`src/rtl/dbg_timer_pkg.sv`:
```
package dbg_timer_pkg;

  localparam int unsigned DATA_W = 8;
  localparam int unsigned ADDR_W = 2;
  localparam int unsigned PSEL_W = 3;

  typedef enum logic [ADDR_W-1:0] {
    REG_STAT = 2'd0,
    REG_CNTH = 2'd1,
    REG_CNTL = 2'd2,
    REG_RSVD = 2'd3
  } reg_addr_e;

  localparam int unsigned FLAG_BIT = 7;
  localparam int unsigned IE_BIT   = 6;

  localparam logic [PSEL_W-1:0] PSEL_EXT = '1;

endpackage

```
`src/rtl/dbg_timer_tick.sv`:
```
module dbg_timer_tick
  import dbg_timer_pkg::*;
#(
  parameter int unsigned SYNC_N = 2
) (
  input  logic              clk_i,
  input  logic              rst_ni,
  input  logic              run_i,
  input  logic [PSEL_W-1:0] psel_i,
  input  logic              ext_clk_i,
  output logic              tick_o
);

  localparam int unsigned DIV_W = (1 << PSEL_W) - 2;

  logic [DIV_W-1:0]  div_q, div_d;
  logic [SYNC_N-1:0] sync_q;
  logic              hist_q;
  logic              ext_edge;
  logic              bus_tick;

  function automatic logic [DIV_W-1:0] low_mask(input logic [PSEL_W-1:0] code);
    logic [DIV_W-1:0] m;
    m = '0;
    for (int i = 0; i < DIV_W; i++) begin
      if (i < int'(code)) m[i] = 1'b1;
    end
    return m;
  endfunction

  // synchroniser stages
  for (genvar g = 0; g < SYNC_N; g++) begin : g_sync
    if (g == 0) begin : g_first
      always_ff @(posedge clk_i or negedge rst_ni) begin
        if (!rst_ni) sync_q[0] <= 1'b0;
        else         sync_q[0] <= ext_clk_i;
      end
    end else begin : g_next
      always_ff @(posedge clk_i or negedge rst_ni) begin
        if (!rst_ni) sync_q[g] <= 1'b0;
        else         sync_q[g] <= sync_q[g-1];
      end
    end
  end

  always_ff @(posedge clk_i or negedge rst_ni) begin
    if (!rst_ni) hist_q <= 1'b0;
    else         hist_q <= sync_q[SYNC_N-1];
  end

  assign ext_edge = sync_q[SYNC_N-1] & ~hist_q;

  // bus-clock divider, held while halted
  always_comb begin
    div_d = div_q;
    if (run_i) div_d = div_q + 1'b1;
  end

  always_ff @(posedge clk_i or negedge rst_ni) begin
    if (!rst_ni) div_q <= '0;
    else         div_q <= div_d;
  end

  assign bus_tick = &(div_q | ~low_mask(psel_i));

  always_comb begin
    if (psel_i == PSEL_EXT) tick_o = run_i & ext_edge;
    else                    tick_o = run_i & bus_tick;
  end

endmodule

```
`src/rtl/dbg_timer_count.sv`:
```
module dbg_timer_count #(
  parameter int unsigned CNT_W = 16
) (
  input  logic             clk_i,
  input  logic             rst_ni,
  input  logic             tick_i,
  output logic [CNT_W-1:0] cnt_o,
  output logic             wrap_o
);

  logic [CNT_W-1:0] cnt_q, cnt_d;

  always_comb begin
    cnt_d = cnt_q;
    if (tick_i) cnt_d = cnt_q + 1'b1;
  end

  always_ff @(posedge clk_i or negedge rst_ni) begin
    if (!rst_ni) cnt_q <= '0;
    else         cnt_q <= cnt_d;
  end

  assign cnt_o  = cnt_q;
  assign wrap_o = tick_i & (&cnt_q);

endmodule

```
`src/rtl/dbg_timer_flag.sv`:
```
module dbg_timer_flag (
  input  logic clk_i,
  input  logic rst_ni,
  input  logic set_i,
  input  logic rd_stat_i,
  input  logic wr_stat_i,
  input  logic wr_flag_bit_i,
  input  logic brk_i,
  input  logic bclr_en_i,
  output logic flag_o
);

  logic flag_q, flag_d;
  logic arm_q, arm_d;
  logic access_ok;
  logic clear_hit;

  assign access_ok = ~brk_i | bclr_en_i;
  assign clear_hit = access_ok & wr_stat_i & arm_q & ~wr_flag_bit_i;

  always_comb begin
    flag_d = flag_q;
    arm_d  = arm_q;
    if (set_i) begin
      flag_d = 1'b1;
      arm_d  = 1'b0;
    end else if (clear_hit) begin
      flag_d = 1'b0;
      arm_d  = 1'b0;
    end else if (access_ok && rd_stat_i && flag_q) begin
      arm_d = 1'b1;
    end
  end

  always_ff @(posedge clk_i or negedge rst_ni) begin
    if (!rst_ni) begin
      flag_q <= 1'b0;
      arm_q  <= 1'b0;
    end else begin
      flag_q <= flag_d;
      arm_q  <= arm_d;
    end
  end

  assign flag_o = flag_q;

endmodule

```
`src/rtl/dbg_timer.sv`:
```
module dbg_timer
  import dbg_timer_pkg::*;
(
  input  logic              clk_i,
  input  logic              rst_ni,
  input  logic              ext_clk_i,
  input  logic              stop_i,
  input  logic              brk_i,
  input  logic              bclr_en_i,
  input  logic [ADDR_W-1:0] addr_i,
  input  logic              rd_en_i,
  input  logic              wr_en_i,
  input  logic [DATA_W-1:0] wr_data_i,
  output logic [DATA_W-1:0] rd_data_o,
  output logic              irq_o,
  output logic              dir_ovr_o
);

  localparam int unsigned CNT_W = 2 * DATA_W;

  logic [1:0]        rs_q;
  logic              rst_n_s;
  logic              run;
  logic              cnt_tick;
  logic              cnt_wrap;
  logic [CNT_W-1:0]  cnt_q;
  logic              ovf_flag;
  logic              ovf_ie_q, ovf_ie_d;
  logic [PSEL_W-1:0] psel_q, psel_d;
  logic              wr_stat, rd_stat;
  logic              unused_wr;

  // reset: asynchronous assert, synchronous release
  always_ff @(posedge clk_i or negedge rst_ni) begin
    if (!rst_ni) rs_q <= 2'b00;
    else         rs_q <= {rs_q[0], 1'b1};
  end
  assign rst_n_s = rs_q[1];

  assign run     = ~stop_i & ~brk_i;
  assign wr_stat = wr_en_i & (addr_i == REG_STAT);
  assign rd_stat = rd_en_i & (addr_i == REG_STAT);

  always_comb begin
    ovf_ie_d = ovf_ie_q;
    psel_d   = psel_q;
    if (wr_stat) begin
      ovf_ie_d = wr_data_i[IE_BIT];
      psel_d   = wr_data_i[PSEL_W-1:0];
    end
  end

  always_ff @(posedge clk_i or negedge rst_n_s) begin
    if (!rst_n_s) begin
      ovf_ie_q <= 1'b0;
      psel_q   <= '0;
    end else begin
      ovf_ie_q <= ovf_ie_d;
      psel_q   <= psel_d;
    end
  end

  assign unused_wr = ^wr_data_i[5:3];

  dbg_timer_tick #(.SYNC_N(2)) u_tick (
    .clk_i     (clk_i),
    .rst_ni    (rst_n_s),
    .run_i     (run),
    .psel_i    (psel_q),
    .ext_clk_i (ext_clk_i),
    .tick_o    (cnt_tick)
  );

  dbg_timer_count #(.CNT_W(CNT_W)) u_count (
    .clk_i  (clk_i),
    .rst_ni (rst_n_s),
    .tick_i (cnt_tick),
    .cnt_o  (cnt_q),
    .wrap_o (cnt_wrap)
  );

  dbg_timer_flag u_flag (
    .clk_i         (clk_i),
    .rst_ni        (rst_n_s),
    .set_i         (cnt_wrap),
    .rd_stat_i     (rd_stat),
    .wr_stat_i     (wr_stat),
    .wr_flag_bit_i (wr_data_i[FLAG_BIT]),
    .brk_i         (brk_i),
    .bclr_en_i     (bclr_en_i),
    .flag_o        (ovf_flag)
  );

  always_comb begin
    rd_data_o = '0;
    case (addr_i)
      REG_STAT: begin
        rd_data_o[FLAG_BIT]     = ovf_flag;
        rd_data_o[IE_BIT]       = ovf_ie_q;
        rd_data_o[PSEL_W-1:0]   = psel_q;
      end
      REG_CNTH: rd_data_o = cnt_q[CNT_W-1:DATA_W];
      REG_CNTL: rd_data_o = cnt_q[DATA_W-1:0];
      default:  rd_data_o = '0;
    endcase
  end

  assign irq_o     = ovf_flag & ovf_ie_q;
  assign dir_ovr_o = (psel_q == PSEL_EXT);

endmodule

```
`config.mk`:
```
export PLATFORM = sky130hd
export DESIGN_NAME = dbg_timer
export DESIGN_NICKNAME = d
export VERILOG_FILES = /design/src/rtl/dbg_timer_pkg.sv /design/src/rtl/dbg_timer_tick.sv /design/src/rtl/dbg_timer_count.sv /design/src/rtl/dbg_timer_flag.sv /design/src/rtl/dbg_timer.sv
export SDC_FILE = /design/constraint.sdc
export NUM_CORES = 1
export LEC_CHECK = 0
export ABC_AREA = 1
export BUFFER_PORTS_ARGS = -buffer_cell sky130_fd_sc_hd__buf_4
export CAP_MARGIN = 20
export CELL_PAD_IN_SITES_DETAIL_PLACEMENT = 1
export CELL_PAD_IN_SITES_GLOBAL_PLACEMENT = 2
export CORE_ASPECT_RATIO = 1.25
export CORE_MARGIN = 5
export CORE_UTILIZATION = 25
export DETAILED_ROUTE_END_ITERATION = 16
export GPL_TIMING_DRIVEN = 0
export PLACE_DENSITY = 0.66
export SKIP_CTS_REPAIR_TIMING = 1
export SYNTH_ARGS = -nofsm -noshare
export SYNTH_HDL_FRONTEND = slang
export SYNTH_SLANG_ARGS = --single-unit
```
`constraint.sdc`:
```
create_clock -name clk_i -period 1.1 [get_ports clk_i]
set_clock_uncertainty 0.15 [all_clocks]
set_input_delay 0.165 -clock clk_i [delete_from_list [all_inputs] [get_ports clk_i]]
set_output_delay 0.165 -clock clk_i [all_outputs]
set_load 0.02 [all_outputs]
```
==> results.cfg <==
[run_status]
status = complete, but fails checks
violations = negative setup slack

[worst_setup_path]
startpoint_type = register
slowest_delay_ps = 430
worstSetupPathType = register to register
r2r-end = u_count.cnt_o[9]$_DFFE_PN0P_
crit_chain = buf_4 -> inv_1 -> nor2_4 -> nand2_4 -> nor2_1 -> xor2_1 -> nand2_1 -> nand2_1
cp.required_ps = 1170
reg2reg_depth = 8
end_kind = register
critPathMaxFanout = 4
critical-path-slowest-cell = dfrtp_1
ff2ff_setup_slack_ps = -450
cp_data_arrival_time_ps = 1630
cp_common_cell = nand2_1
r2r-start = u_count.cnt_o[0]$_DFFE_PN0P_

[logic_synthesis]
synth_async_sr_flop_share = 1.000
synth_xor_xnor_area_share = 0.08559
synth_seq_cells = 33
yosysSeqAreaShare = 0.4247
synth_edf_count = 0
synth_fp_nets = 285
synthFlopType = dfrtp_1
ys_top_cells_by_area = dfrtp_1 42%, nand2_1 20%, xnor2_1 5.4%, inv_1 5.0%, nor2_1 4.6%
synth_compound_area_frac = 0.03024
ys_types = 26
synthTopCellsByCount = 106 x nand2_1, 33 x dfrtp_1, 26 x inv_1
yosysMostFrequentCell = nand2_1
ys_warn_count = 0
netlist_area_mm2 = 0.001944
yosys.area_share.simple = 0.3449
synthMuxAreaShare = 0
yosys.area.top_type = dfrtp_1
synth_top_family_by_area = simple AND/OR/NAND/NOR gates
synth_top_area_frac = 0.4247
synthAdderAreaFrac = 0.03861
syn_area_per_cell_um2 = 7.450
syn_inst = 261

[timing]
maxClockFrequency_ghz = 0.6442
setup_viol = 31
hold_viol = 0
tns_ps = -10920
post-route-min-period_ps = 1552
hold_slack_ps = 8.489
setup_ws_ps = -452.4
final.period_utilization = 1.411
maxSlewViolCount = 0
rsz0062_at_grt = true

[power]
irDropWorstVdd_uv = 944.6
powerDensity_mw_per_mm2 = 1489
p_leak_nw = 1.349

[grt]
grt_max_degree = 32
gr-total-overflow = 0
grt_pass1_wl_um = 8783
grtUsageTotal = 0.1202
antenna_found_initial = 0
grt_pass1_vias = 1806

[detailed_routing]
dr_total_vias = 1742
drcViolationCount = 0
first_pass_iters = 4
drt_iter0_drc = 24
viasPerCell = 4.218
routedWlPerCell_um = 13.51
wirelength_um = 5580
final_antenna_net_count = 0

[cts]
cts_tree = yes
cts-root-buf = clkbuf_8
cts_made_buffers = 5
htreeDepth = 2
clk-insertion-delay-late_ps = 280
path_clk_slew_ps = 70
cts.path.max_buffers = 2
numClockSinks = 33

[die]
die-area_mm2 = 0.009652
start_util = 0.2524
rows = 36
core-area_mm2 = 0.007702
die_y_um = 108.6
ioPinCount = 28
die_x_um = 88.88

[worst_hold_path]
hp-class = input port to register
hold_path_startpoint = stop_i
hold_end = u_tick.div_q[1]$_DFFE_PN0P_
hold_depth = 4

[run]
maxCapViolCount = 0

[finish]
diodes = 0
drive_gt1_frac = 0.4025
final_core_util = 0.3663
fin_nets = 341
syn_to_final_growth_pct = 45.11

[placement]
dp_hpwl_um = 4016
io_buffers = 24
gp_congestion = 0.7996
[worst max-delay path by stage]
stage                                      start                            end  slack, ps  depth (start not counted)
floorplan           u_count.cnt_o[1]$_DFFE_PN0P_  u_count.cnt_o[14]$_DFFE_PN0P_       -320                          7
global placement    u_count.cnt_o[1]$_DFFE_PN0P_       u_flag.arm_q$_DFFE_PN0P_       -650                          8
global route         u_tick.div_q[0]$_DFFE_PN0P_   u_count.cnt_o[9]$_DFFE_PN0P_       -580                         11
detailed placement  u_count.cnt_o[1]$_DFFE_PN0P_       u_flag.arm_q$_DFFE_PN0P_       -640                          8
finish              u_count.cnt_o[0]$_DFFE_PN0P_   u_count.cnt_o[9]$_DFFE_PN0P_       -450                          8
CTS                 u_count.cnt_o[1]$_DFFE_PN0P_       u_flag.arm_q$_DFFE_PN0P_       -680                          8
[through the flow]
stage               std cells  instance area, um2  total power [mW]  worst slack (ps)
floorplan                 261                2024             2.318            -322.2
global placement          380                2323             2.611            -648.4
detailed placement        380                2323             2.626            -644.2
CTS                       388                2440             3.855            -679.7
global route              413                2821             4.513            -584.1
finish                    413                2821             4.201            -452.4
[per-layer routing]
| layer | global-route usage | part of all wire |
|---|---|---|
| met5 | 0 | 0 |
| met4 | 0.03564 | 0.011 |
| met2 | 0.2139 | 0.53 |
| met1 | 0.1436 | 0.43 |
| met3 | 0.02363 | 0.028 |
[state kept, by name (all words and copies together) (netlist names)]
| register | count |
|---|---|
| rs_q | 2 |
| u_tick.div_q | 6 |
| u_flag.flag_o | 1 |
| ovf_ie_q | 1 |
| u_tick.hist_q | 1 |
| u_tick.sync_q | 2 |
| u_flag.arm_q | 1 |
| psel_q | 3 |
| u_count.cnt_o | 16 |
[cell usage in the layout, fill, tap and decap left out, types with 3 or more instances in the layout]
cell type / synthesis / layout
nand2_1: 106 / 85
nand2_4: 1 / 3
ha_1: 6 / 3
clkbuf_8: 0 / 7
dlygate4sd3_1: 0 / 6
nor2_2: 2 / 4
inv_1: 26 / 16
a21oi_4: 0 / 3
nor2_4: 3 / 4
xor2_1: 7 / 7
nand3_2: 1 / 6
dfrtp_1: 33 / 19
nor2_1: 24 / 21
dfrtp_2: 0 / 13
buf_6: 2 / 10
buf_4: 1 / 35
xnor2_1: 12 / 12
inv_2: 1 / 10
o21ai_1: 3 / 3
nand3_1: 14 / 9
nand2_2: 3 / 22
[kinds of logic (layout without fill, tap and decap cells)]
group,count (synthesis),count (layout)
AO/OA/AOI/OAI,11,11
flip-flops,33,33
buffers and inverters,33,90
AND/OR/NAND/NOR,158,158
other,1,1
XOR/XNOR,19,19
adder cells (fa/ha/maj),6,6
[critical path: cells and delay by family, from the launching register on]
family                    cells  cell delay [ps]
buffers and inverters         2              200
xor gates and xnor gates      1              160
DFF                           1              430
and+or+nand+nor               5              540
[area by class of cell]
class,instances,area (um2)
Timing Repair Buffer,49,426.7
Clock buffer,7,86.33
Sequential cell,33,845.8
Buffer,6,77.57
Inverter,27,106.4
Clock inverter,1,30.03
Multi-Input combinational cell,195,1130
Fill cell,934,4881
Tap cell,95,118.9
[where the power goes]
| part | total, mW | internal [mW] | switching, mW |
|---|---|---|---|
| logic | 1.27 | 0.636 | 0.638 |
| registers | 1.72 | 1.45 | 0.272 |
| clock network | 1.21 | 0.739 | 0.466 |
Power figures use the tool's default switching activity.
